--- config.mk ---
export PLATFORM = sky130hd
export DESIGN_NAME = cpu_region_decoder
export DESIGN_NICKNAME = d
export VERILOG_FILES = /design/src/rtl/crd_pkg.sv /design/src/rtl/crd_mem_decode.sv /design/src/rtl/crd_bank_reg.sv /design/src/rtl/crd_io_block.sv /design/src/rtl/cpu_region_decoder.sv
export SDC_FILE = /design/constraint.sdc
export NUM_CORES = 1
export LEC_CHECK = 0
export BUFFER_PORTS_ARGS = -buffer_cell sky130_fd_sc_hd__buf_2
export CORE_MARGIN = 4
export CORE_UTILIZATION = 37
export CTS_BUF_LIST = sky130_fd_sc_hd__clkbuf_4
export DETAILED_ROUTE_END_ITERATION = 16
export GPL_ROUTABILITY_DRIVEN = 0
export PLACE_DENSITY = 0.92
export SLEW_MARGIN = 0
export SYNTH_ARGS = -nofsm -noshare
export SYNTH_HDL_FRONTEND = slang
export SYNTH_HIERARCHICAL = 1
export SYNTH_SLANG_ARGS = --single-unit
--- constraint.sdc ---
create_clock -name clk -period 2 [get_ports clk]
set_input_delay 0.4 -clock clk [delete_from_list [all_inputs] [get_ports clk]]
set_output_delay 0.4 -clock clk [all_outputs]
set_load 0.03 [all_outputs]
--- src/rtl/crd_pkg.sv ---
package crd_pkg;

  typedef enum logic [2:0] {
    RGN_NONE,
    RGN_ROM_FIX,
    RGN_ROM_WIN,
    RGN_PAL,
    RGN_ATTR,
    RGN_VRAM,
    RGN_WORK
  } region_e;

  localparam int NUM_BANKS = 9;
  localparam int IDX_W     = 4;
  localparam int PAGE_W    = 5;

  // 16 KiB page number of each bank base (base >> 14)
  function automatic logic [PAGE_W-1:0] bank_page(input logic [IDX_W-1:0] idx);
    logic [PAGE_W-1:0] pg;
    case (idx)
      4'd0:    pg = 5'h0A;
      4'd1:    pg = 5'h05;
      4'd2:    pg = 5'h07;
      4'd3:    pg = 5'h15;
      4'd4:    pg = 5'h12;
      4'd5:    pg = 5'h0F;
      4'd6:    pg = 5'h06;
      4'd7:    pg = 5'h13;
      4'd8:    pg = 5'h14;
      default: pg = 5'h0A;
    endcase
    return pg;
  endfunction

endpackage

--- src/rtl/crd_mem_decode.sv ---
module crd_mem_decode
  import crd_pkg::*;
(
  input  logic [4:0] addr_hi,
  input  logic       cpu_io,
  input  logic       cpu_rd,
  input  logic       cpu_wr,
  output region_e    region
);

  always_comb begin
    region = RGN_NONE;
    if (!cpu_io && (cpu_rd || cpu_wr)) begin
      casez (addr_hi)
        5'b0????: region = RGN_ROM_FIX;
        5'b10000: region = RGN_PAL;
        5'b10001: region = RGN_ATTR;
        5'b1001?: region = RGN_VRAM;
        5'b101??: region = RGN_WORK;
        default:  region = RGN_ROM_WIN;
      endcase
    end
  end

endmodule

--- src/rtl/crd_bank_reg.sv ---
module crd_bank_reg
  import crd_pkg::*;
#(
  parameter int DATA_W = 8
) (
  input  logic              clk,
  input  logic              rst_n,
  input  logic              load_en,
  input  logic [DATA_W-1:0] wdata,
  output logic [IDX_W-1:0]  bank_idx,
  output logic [PAGE_W-1:0] bank_pg
);

  localparam logic [DATA_W-1:0] LAST_BANK = DATA_W'(NUM_BANKS - 1);

  logic [IDX_W-1:0] idx_d;

  always_comb begin
    idx_d = bank_idx;
    if (load_en) begin
      if (wdata > LAST_BANK) idx_d = '0;
      else                   idx_d = wdata[IDX_W-1:0];
    end
  end

  always_ff @(posedge clk or negedge rst_n) begin
    if (!rst_n)       bank_idx <= '0;
    else if (load_en) bank_idx <= idx_d;
  end

  assign bank_pg = bank_page(bank_idx);

endmodule

--- src/rtl/crd_io_block.sv ---
module crd_io_block #(
  parameter int              DATA_W     = 8,
  parameter int              IO_AW      = 8,
  parameter int              NUM_LANES  = 5,
  parameter logic [IO_AW-1:0] PORT_BANK  = 8'h12,
  parameter logic [IO_AW-1:0] PORT_PAGE  = 8'h17,
  parameter logic [IO_AW-1:0] PORT_BLANK = 8'h07,
  parameter logic [IO_AW-1:0] PORT_LANE0 = 8'h10
) (
  input  logic                        clk,
  input  logic                        rst_n,
  input  logic [IO_AW-1:0]            port,
  input  logic                        cpu_io,
  input  logic                        cpu_rd,
  input  logic                        cpu_wr,
  input  logic                        wbit,
  input  logic [NUM_LANES*DATA_W-1:0] lanes,
  output logic                        bank_we,
  output logic                        vram_page,
  output logic                        disp_off,
  output logic [DATA_W-1:0]           rdata
);

  logic io_wr, io_rd, page_we, blank_we;
  logic page_d, blank_d;
  logic [NUM_LANES-1:0] lane_hit;

  assign io_wr    = cpu_io && cpu_wr;
  assign io_rd    = cpu_io && cpu_rd;
  assign bank_we  = io_wr && (port == PORT_BANK);
  assign page_we  = io_wr && (port == PORT_PAGE);
  assign blank_we = io_wr && (port == PORT_BLANK);

  always_comb begin
    page_d  = page_we  ? wbit : vram_page;
    blank_d = blank_we ? wbit : disp_off;
  end

  always_ff @(posedge clk or negedge rst_n) begin
    if (!rst_n) begin
      vram_page <= 1'b0;
      disp_off  <= 1'b0;
    end else begin
      if (page_we)  vram_page <= page_d;
      if (blank_we) disp_off  <= blank_d;
    end
  end

  genvar gi;
  generate
    for (gi = 0; gi < NUM_LANES; gi++) begin : g_lane
      assign lane_hit[gi] = io_rd && (port == PORT_LANE0 + IO_AW'(gi));
    end
  endgenerate

  always_comb begin
    rdata = '0;
    for (int i = 0; i < NUM_LANES; i++) begin
      if (lane_hit[i]) rdata = rdata | lanes[i*DATA_W +: DATA_W];
    end
  end

endmodule

--- src/rtl/cpu_region_decoder.sv ---
module cpu_region_decoder
  import crd_pkg::*;
#(
  parameter int ADDR_W    = 16,
  parameter int DATA_W    = 8,
  parameter int ROM_AW    = 19,
  parameter int IO_AW     = 8,
  parameter int NUM_LANES = 5
) (
  input  logic                        clk,
  input  logic                        rst_n,
  input  logic [ADDR_W-1:0]           cpu_addr,
  input  logic [DATA_W-1:0]           cpu_wdata,
  input  logic                        cpu_rd,
  input  logic                        cpu_wr,
  input  logic                        cpu_io,
  input  logic [NUM_LANES*DATA_W-1:0] in_lanes,
  output logic                        sel_rom,
  output logic                        sel_pal,
  output logic                        sel_attr,
  output logic                        sel_vram,
  output logic                        sel_work,
  output logic [ROM_AW-1:0]           rom_addr,
  output logic                        vram_page,
  output logic                        disp_off,
  output logic [DATA_W-1:0]           io_rdata
);

  localparam int WIN_AW = 14;
  localparam int FIX_AW = ADDR_W - 1;

  region_e           region;
  logic              bank_we;
  logic [IDX_W-1:0]  bank_idx;
  logic [PAGE_W-1:0] bank_pg;

  crd_mem_decode u_dec (
    .addr_hi (cpu_addr[ADDR_W-1 -: 5]),
    .cpu_io  (cpu_io),
    .cpu_rd  (cpu_rd),
    .cpu_wr  (cpu_wr),
    .region  (region)
  );

  crd_io_block #(
    .DATA_W    (DATA_W),
    .IO_AW     (IO_AW),
    .NUM_LANES (NUM_LANES)
  ) u_io (
    .clk       (clk),
    .rst_n     (rst_n),
    .port      (cpu_addr[IO_AW-1:0]),
    .cpu_io    (cpu_io),
    .cpu_rd    (cpu_rd),
    .cpu_wr    (cpu_wr),
    .wbit      (cpu_wdata[0]),
    .lanes     (in_lanes),
    .bank_we   (bank_we),
    .vram_page (vram_page),
    .disp_off  (disp_off),
    .rdata     (io_rdata)
  );

  crd_bank_reg #(.DATA_W(DATA_W)) u_bank (
    .clk      (clk),
    .rst_n    (rst_n),
    .load_en  (bank_we),
    .wdata    (cpu_wdata),
    .bank_idx (bank_idx),
    .bank_pg  (bank_pg)
  );

  assign sel_rom  = (region == RGN_ROM_FIX) || (region == RGN_ROM_WIN);
  assign sel_pal  = (region == RGN_PAL);
  assign sel_attr = (region == RGN_ATTR);
  assign sel_vram = (region == RGN_VRAM);
  assign sel_work = (region == RGN_WORK);

  // Top quarter of CPU space: page concatenated with window offset
  always_comb begin
    if (cpu_addr[ADDR_W-1 -: 2] == 2'b11)
      rom_addr = {bank_pg, cpu_addr[WIN_AW-1:0]};
    else
      rom_addr = {{(ROM_AW-FIX_AW){1'b0}}, cpu_addr[FIX_AW-1:0]};
  end

endmodule

==> metrics.txt, run 1 <==
WS Path Type reg2out; CP max-delay cell dfrtp_2; Via-to-Cell Ratio 5.21; grt ovf 0; Max Cap Viol 0; worst hold path class in2reg; largest net degree at the start of global routing 11; Arr. time, crit path 1.55 ns; Tightest Pin Transition 0.351 ns; TritonCTS clock tree yes; Non-Filler Instances 255; flop-to-flop setup slack 1.10 ns; antenna cells 0; worst endpoint required time 1.60 ns; Layout Nets approximately 300; die span in x 61.6 um; Die Footprint 3790 sq um; RSZ-0062 raised after global routing yes; Mean Syn Cell Area 8.16 sq um; clock transition at the registers of the reported paths 0.05 ns; vias in the first global route 1215; core area 2760 sq um; Placed Cells incl. Taps 247; global-route wire length before repair between 4 and 5 mm; Vias around 1300; cells along the critical path buf_4 -> ha_1 -> o21ai_1 -> o21ai_1 -> and3_1 -> buf_4; fin util 61.5%; most frequent cells after synthesis 14 x buf_4, 12 x inv_1, 10 x o22ai_1, 8 x nor2_1; worst-path fanout max 5; Final Max Slew Viols 0; Area Overhead vs Synth 59.8%; number of port buffers 96; max incr delay on CP 0.44 ns; first-pass iteration count of the detailed router 4; Clock Tree Root clkbuf_4; CTS Buf Count 3; Routed WL per cell 13.9 um; Fillers between 200 and 250; Routed Antenna Nets 0; Post-synth EDFFs 0; top cell type's share of synthesized area 14.2%; most common cell in the netlist buf_4; DRT iter0 DRCs 27; DRC 0; io pins 103; post-layout min period 1.95 ns; syn_nets roughly 200; register bit count reported by yosys 6; post-synth top area cell dfrtp_1; worst vdd ir around 0.18 mV; FFs w/ async S/R, synth 100%; Max Fclk 0.512 GHz; initial antenna violation count 0; H-tree depth 1; Setup violations, final 0; unique cell type count in the Yosys netlist 40; Placed Area 1540 sq um; setup_tns 0 ns; outcome completed; Die Span Y just over 60 um; Clock Path Buffers 2; Slew HR between 70% and 80%; Setup Skew 0 ns; DPL Wire Length 2.87 mm; Hold Violations, Final 0; Rows 19; share of layout cells above drive strength 1 63.4%; sequential cell area fraction in the yosys report approximately 14%; Tot GR Track Use 16.7%; final instance area 1700 sq um; LEAKAGE ~0.9 nW; clock sink count 6; power per cell area 284 nW/um^2; Synth Instances 130; Top FF cell, synth dfrtp_1; ranking of synthesized cells by area dfrtp_1 14%, buf_4 9.9%, mux2_2 6.4%; synth warn 6; Startpoint Class register; worst skew pair latency roughly 0.24 ns; total wire length 3.55 mm; endpoint class of the critical path output port; Final Cycle Share 97.7%; Mapped Area approximately 1100 sq um; initial core utilization 38.5%
[where the power goes]
part | internal (W) | total [W] | switching [W]
clock network | 0.0000679 | 0.000112 | 0.0000441
registers | 0.000123 | 0.000124 | 0.000000669
logic | 0.000118 | 0.000245 | 0.000127
total | 0.000309 | 0.000481 | 0.000172
[placed cells by master, fill, tap and decap left out, drive strengths merged, types with 2 or more instances in the layout]
master	n
and3	4
dfrtp	6
a32oi	5
and3b	3
nand3	2
mux2	8
nand4	2
o22ai	10
ha	4
o21ai	4
nand2b	2
clkbuf	5
a21o	2
a22o	3
nor3	3
or4	2
a21oi	3
inv	13
nand2	5
nor2	8
nor4	4
mux4	3
buf	108
mux2i	5
[kinds of logic (layout without fill, tap and decap cells)]
group	after synthesis	count (layout)	share of synthesized area, %
AOI/OAI and AO/OA	29	29	18.6
xor gates and xnor gates	1	1	0.826
adders and majority gates	4	4	4.72
buffers and inverters	33	127	16.9
DFF	6	6	14.2
muxes	16	16	19.6
and+or+nand+nor	41	41	25.2
[through the flow]
step | worst slack [ns] | total power [W] | hold WS [ns]
6_report | 0.0455 | 0.000481 | 0.378
3_5_place_dp | -0.106 | 0.000355 | 0.232
3_3_place_gp | -0.0284 | 0.000347 | 0.225
4_1_cts | 0.00582 | 0.000478 | 0.372
2_1_floorplan | -0.104 | 0.000267 | 0.104
5_1_grt | -0.0242 | 0.000507 | 0.392
[per-layer routing]
metal / wire, um / vias to the layer above / track usage, % / share of wire [%]
li1: - / 660 / - / -
met1: 1340 / 619 / 19.3 / 38
met2: 1980 / 48 / 32.4 / 56
met3: 204 / 2 / 0 / 5.8
met4: 19 / 0 / 6.36 / 0.54
met5: 0 / - / 0 / 0
[what timing repair did]
action,in CTS,in global routing
hold buffers,1,0
buffers inserted,1,3
setup endpoints to repair,9,18
gates resized for setup,7,39
hold endpoints to repair,6,0
pin swaps,1,5
[sequential cells by signal (all words and copies together) (netlist names)]
register / count
u_bank/bank_idx: 4
u_io/disp_off: 1
u_io/vram_page: 1
[path summary, 6_finish.rpt]
path / start / to / depth (start not counted)
max: u_bank/bank_idx[0] / rom_addr[17] / 6
max reg2reg: u_bank/bank_idx[0] / u_bank/bank_idx[0] / 2
min in group asynchronous: rst_n / u_bank/bank_idx[2] / 2
max in group asynchronous: rst_n / u_bank/bank_idx[0] / 2
min: cpu_wdata[2] / u_bank/bank_idx[2] / 2
min reg2reg: u_io/disp_off / u_io/disp_off / 1
[layout make-up]
type                    count  area [sq um]  share of cell area, %
flip-flops and latches      6           151                   8.93
inverters                  13          48.8                   2.88
clock buffers               3          22.5                   1.33
multi-input cells          91           798                   47.1
well taps                  31          38.8                   2.29
repair buffers            111           636                   37.5
[worst max-delay path: cells and delay by family (launching register included)]
family / cells / cell delay, ns
DFF: 1 / 0.44
buffers and inverters: 2 / 0.31
AOI/OAI and AO/OA: 2 / 0.20
and+or+nand+nor: 1 / 0.18
adders and majority gates: 1 / 0.18
Power figures use the tool's default switching activity.
==> run 2, diff against run 1 <==
--- a/config.mk
+++ b/config.mk
@@ -7,11 +7,11 @@
 export LEC_CHECK = 0
 export BUFFER_PORTS_ARGS = -buffer_cell sky130_fd_sc_hd__buf_2
 export CORE_MARGIN = 4
-export CORE_UTILIZATION = 37
+export CORE_UTILIZATION = 40
 export CTS_BUF_LIST = sky130_fd_sc_hd__clkbuf_4
 export DETAILED_ROUTE_END_ITERATION = 16
 export GPL_ROUTABILITY_DRIVEN = 0
-export PLACE_DENSITY = 0.92
+export PLACE_DENSITY = 0.95
 export SLEW_MARGIN = 0
 export SYNTH_ARGS = -nofsm -noshare
 export SYNTH_HDL_FRONTEND = slang
==> constraint.sdc (replaced) <==
create_clock -name clk -period 2.5 [get_ports clk]
set_input_delay 0.5 -clock clk [delete_from_list [all_inputs] [get_ports clk]]
set_output_delay 0.5 -clock clk [all_outputs]
set_load 0.03 [all_outputs]
==> metrics.txt, run 2 (synthesized netlist as in run 1, its figures left out) <==
initial antenna violation count 0 (unchanged); RSZ-0062 raised after global routing no (was yes); number of setup buffers added after CTS 0 (was 1); clock transition at the registers of the reported paths 0.04 ns (was 0.05 ns); flop-to-flop setup slack 1.66 ns (was 1.10 ns); most common cell after layout, fill and taps aside buf_2 (unchanged); vias in the first global route 1290 (was 1215); Arr. time, crit path 1.80 ns (was 1.55 ns); post-layout min period 2.30 ns; Via-to-Cell Ratio 5.41 (was 5.21); Rows 18 (was 19); setup_tns 0 ns (unchanged); H-tree depth 1 (unchanged); Die Footprint 3540 sq um (was 3790 sq um); Startpoint Class primary input (was register); WS Path Type in2out (was reg2out); Die Span Y 59.5 um (was 61.6 um); worst hold path class in2async (was in2reg); power per cell area 243 nW/um^2 (was 284 nW/um^2); LEAKAGE 0.831 nW (was 0.902 nW); total wire length 3.40 mm (was 3.55 mm); Setup violations, final 0 (unchanged); Final Max Slew Viols 0 (unchanged); Clock Path Buffers 2 (unchanged); Setup Skew 0 ns (unchanged); Slew HR 75.2% (was 76.6%); DRT iter0 DRCs 34 (was 27); global-route wire length before repair 5.36 mm (was 4.86 mm); grt ovf 0 (unchanged); io pins 103 (unchanged); Max Fclk 0.434 GHz; worst-path fanout max 5 (unchanged); largest net degree at the start of global routing 11 (unchanged); Layout Nets 286 (was 299); Fillers 253 (was 242); outcome completed (unchanged); Crit path top cell by count buf_2; number of port buffers 96 (unchanged); Hold Worst Slack 0.0657 ns (was 0.378 ns); Clock Tree Root clkbuf_4 (unchanged); Final Cycle Share 92.2%; Area Overhead vs Synth 40.6% (was 59.8%); max incr delay on CP 0.39 ns (was 0.44 ns); Tot GR Track Use 19.4% (was 16.7%); worst endpoint required time 2.00 ns (was 1.60 ns); Vias 1304 (was 1329); core area 2500 sq um (was 2760 sq um); CTS Buf Count 3 (unchanged); Max Cap Viol 0 (unchanged); Largest Register u_bank/bank_idx (unchanged); first-pass iteration count of the detailed router 4 (unchanged); max reg flops 4 (unchanged); cells along the critical path buf_2 -> nor2_1 -> or3b_1 -> a21oi_1 -> and3b_2 -> buf_2 (was buf_4 -> ha_1 -> o21ai_1 -> o21ai_1 -> and3_1 -> buf_4); worst vdd ir 0.150 mV (was 0.184 mV); worst skew pair latency 0.25 ns (was 0.24 ns); antenna cells 0 (unchanged); TritonCTS clock tree yes (unchanged); Tightest Pin Transition 0.372 ns (was 0.351 ns); endpoint class of the critical path output port (unchanged); CP max-delay cell or3b_1 (was dfrtp_2); most frequent cells in the layout 96 x buf_2, 12 x inv_1, 10 x o22ai_1 (was 80 x buf_2, 28 x buf_4, 11 x inv_1); Top Registers u_bank/bank_idx x4, u_io/disp_off x1, u_io/vram_page x1 (unchanged); Routed WL per cell 14.1 um (was 13.9 um); clock sink count 6 (unchanged); Routed Antenna Nets 0 (unchanged); share of layout cells above drive strength 1 56.4% (was 63.4%); Hold Violations, Final 0 (unchanged); initial core utilization 42.4% (was 38.5%); die span in x 59.5 um (was 61.6 um); DRC 0 (unchanged); DPL Wire Length 2.94 mm (was 2.87 mm)
==> run 2: changes by cell type in the layout (fill, tap and decap cells not counted), moves of 2 or more <==
cell	before	now
buf_4	28	2
buf_2	80	96
o21ai_0	0	3
o21ai_1	4	1
clkbuf_4	5	3
ha_1	2	4
==> run 2: final timing paths <==
| kind | start | end | depth (start not counted) |
|---|---|---|---|
| max | cpu_rd | sel_work | 6 |
| min | rst_n | u_bank/bank_idx[1] | 1 |
| max reg2reg | u_bank/bank_idx[2] | u_bank/bank_idx[2] | 1 |
| min reg2reg | u_io/disp_off | u_io/disp_off | 1 |
| max in group asynchronous | rst_n | u_bank/bank_idx[2] | 1 |
| min in group clk | cpu_wdata[1] | u_bank/bank_idx[1] | 2 |
==> run 2: cell type report <==
| class | count | area [sq um] | share of cell area [%] |
|---|---|---|---|
| multi-input cells | 91 | 737 | 49.4 |
| repair buffers | 98 | 495 | 33.2 |
| flip-flops and latches | 6 | 150 | 10.1 |
| inverters | 13 | 48.8 | 3.27 |
| well taps | 30 | 37.5 | 2.52 |
| clock buffers | 3 | 22.5 | 1.51 |
==> run 2: worst max-delay path: cells and delay by family <==
kind / cells / cell delay [ns]
simple gates: 3 / 0.69
compound gates: 1 / 0.33
buf+inv: 2 / 0.29
==> run 2: layer usage <==
layer  track usage (%)  part of all wire (%)  vias to the layer above  wire (um)
met2              37.1                    57                       62       1940
met4              8.54                   1.6                        0         55
met5                 0                     0                        -          0
li1                  -                     -                      636          -
met1              21.9                    34                      600       1160
met3             0.654                   7.1                        6        241
==> run 2: stage by stage <==
step | instances | utilization, % | power, W | area, sq um | setup slack (ns)
2_1_floorplan | 130 | - | 0.000213 | 1060 | 0.0912
5_1_grt | 241 | 59.7 | 0.000386 | 1490 | 0.0649
6_report | 241 | 59.7 | 0.000363 | 1490 | 0.196
4_1_cts | 241 | 59.5 | 0.000366 | 1490 | 0.177
3_5_place_dp | 238 | 58.6 | 0.000275 | 1460 | 0.168
3_3_place_gp | 238 | 58.6 | 0.000268 | 1460 | 0.251
==> run 2: where the power goes <==
part / internal (W) / switching, W
registers: 0.0000984 / 0.000000614
clock network: 0.0000543 / 0.0000349
logic: 0.0000799 / 0.0000944
total: 0.000233 / 0.000130
==> run 2: timing repair <==
action,CTS,global route
hold buffers,0,0
gates resized for setup,0,1
endpoints found under the setup margin,0,1
==> run 3, diff against run 2 <==
--- a/config.mk
+++ b/config.mk
@@ -9,8 +9,10 @@
 export CORE_MARGIN = 4
 export CORE_UTILIZATION = 40
 export CTS_BUF_LIST = sky130_fd_sc_hd__clkbuf_4
+export CTS_CLUSTER_SIZE = 10
 export DETAILED_ROUTE_END_ITERATION = 16
 export GPL_ROUTABILITY_DRIVEN = 0
+export MAX_ROUTING_LAYER = met4
 export PLACE_DENSITY = 0.95
 export SLEW_MARGIN = 0
 export SYNTH_ARGS = -nofsm -noshare
==> metrics.txt, run 3 (synthesized netlist as in run 1, its figures left out) <==
initial core utilization 42.4% (unchanged); initial antenna violation count 0 (unchanged); Vias 1301 (was 1304); Hold Violations, Final 0 (unchanged); worst hold path class in2async (unchanged); number of port buffers 96 (unchanged); CTS Buf Count 3 (unchanged); Tot GR Track Use 19.9% (was 19.4%); Area Overhead vs Synth 40.6% (unchanged); worst skew pair latency 0.25 ns (about the same); Rows 18 (unchanged); most frequent cells in the layout 96 x buf_2, 12 x inv_1, 10 x o22ai_1 (unchanged); Top Registers u_bank/bank_idx x4, u_io/disp_off x1, u_io/vram_page x1 (unchanged); global-route wire length before repair 5.35 mm (was 5.36 mm); post-layout min period 2.30 ns (unchanged); internal cell power 0.000233 W (about the same); setup ws final 0.196 ns (unchanged); Setup violations, final 0 (unchanged); Routed Antenna Nets 0 (unchanged); Clock Tree Root clkbuf_4 (unchanged); Slew HR 75.2% (unchanged); Seq pwr share 27.3% (about the same); Tightest Pin Transition 0.372 ns (unchanged); Post-CTS Hold Buffers 0 (unchanged); Max Cap Viol 0 (unchanged); Via-to-Cell Ratio 5.40 (was 5.41); DRT iter0 DRCs 34 (unchanged); Setup Skew 0 ns (unchanged); WS Path Type in2out (unchanged); share of layout cells above drive strength 1 56.4% (unchanged); max reg flops 4 (unchanged); die span in x 59.5 um (unchanged); vias in the first global route 1290 (unchanged); grt ovf 0 (unchanged); Layout Nets 286 (unchanged); Critical Path Start cpu_rd (unchanged); cells on worst reg2reg path 1 (unchanged); Power, Total 0.000362 W (was 0.000363 W); endpoint class of the critical path output port (unchanged); Largest Register u_bank/bank_idx (unchanged); setup_tns 0 ns (unchanged); LEAKAGE 0.831 nW (unchanged); H-tree depth 1 (unchanged); total wire length 3.39 mm (was 3.40 mm); P_sw 0.000130 W (about the same); Die Span Y 59.5 um (unchanged); worst-path fanout max 5 (unchanged); Startpoint Class primary input (unchanged); Placed Cells incl. Taps 238 (unchanged); worst vdd ir 0.150 mV (about the same); largest net degree at the start of global routing 11 (unchanged); Clock Power Share 24.6% (about the same); clock transition at the registers of the reported paths 0.04 ns (about the same); Arr. time, crit path 1.80 ns (about the same); Non-Filler Instances 241 (unchanged); DRC 0 (unchanged); TritonCTS clock tree yes (unchanged); flop-to-flop setup slack 1.66 ns (about the same); DPL Wire Length 2.94 mm (unchanged); antenna cells 0 (unchanged); power per cell area 243 nW/um^2 (about the same); reg-to-reg critical path endpoint u_bank/bank_idx[2] (unchanged); R2R Path Start u_bank/bank_idx[2] (unchanged); RSZ-0062 raised after global routing no (unchanged); Sw Ratio 35.8% (was 35.9%); DP Worst Slack 0.168 ns (unchanged); Final Max Slew Viols 0 (unchanged); Routed WL per cell 14.1 um (about the same); Final Cycle Share 92.2% (unchanged); outcome completed (unchanged); combinational power share 48.1% (about the same); most common cell after layout, fill and taps aside buf_2 (unchanged); Max Fclk 0.434 GHz (unchanged); Die Footprint 3540 sq um (unchanged); core area 2500 sq um (unchanged); first-pass iteration count of the detailed router 4 (unchanged); io pins 103 (unchanged); worst endpoint required time 2.00 ns (about the same); clock sink count 6 (unchanged); Clock Path Buffers 2 (unchanged)
run 3: cell counts in the layout (fill, tap and decap cells not counted):
No cell type changed its count.
run 3: worst max-delay path, stage by stage:
cell,delay [ns]
buf_2,0.10
nor2_1,0.06
or3b_1,0.39
a21oi_1,0.33
and3b_2,0.24
buf_2,0.19
run 3: repair_timing:
item,4_1_cts,5_1_grt
buffers inserted,0,0
setup endpoints to repair,0,1
resized for setup,0,1
endpoints found under the hold margin,0,0
run 3: area by class of cell:
cell class	count	area, sq um
tap	30	37.5
multi-input combinational	91	737
timing repair buffer	98	495
sequential	6	150
clock buffer	3	22.5
fill	253	1010
inverter	13	48.8
run 3: layer usage:
layer,vias up,share of wire [%],global-route usage (%)
met1,599,34,21.9
met2,58,57,37.1
met5,-,0,-
li1,638,-,-
met4,0,1.6,8.54
met3,6,6.9,0.436
run 3: power by group through the flow:
| stage | sequential, W | combinational, W | clock, W |
|---|---|---|---|
| 6_report | 0.0000990 | 0.000174 | 0.0000892 |
| 5_1_grt | 0.0000990 | 0.000190 | 0.0000977 |
| 3_3_place_gp | 0.000100 | 0.000168 | 0 |
| 3_5_place_dp | 0.000100 | 0.000174 | 0 |
| 2_1_floorplan | 0.000102 | 0.000110 | 0 |
| 4_1_cts | 0.0000990 | 0.000175 | 0.0000929 |
run 3: how the worst max path moves through the flow:
stage / slack (ns) / to / cells after the start
2_1_floorplan: 0.09 / sel_attr / 4
3_3_place_gp: 0.25 / sel_vram / 6
3_5_place_dp: 0.17 / sel_vram / 6
4_1_cts: 0.18 / sel_vram / 6
5_1_grt: 0.06 / sel_work / 6
6_report: 0.20 / sel_work / 6
run 3: per-stage QoR:
stage | util, % | hold WS [ns] | cell area (sq um)
after global placement | 58.6 | 0.327 | 1460
after detailed placement | 58.6 | 0.329 | 1460
after global routing | 59.7 | 0.0680 | 1490
after CTS | 59.5 | 0.0640 | 1490
final | 59.7 | 0.0656 | 1490
after floorplan | - | 0.204 | 1060
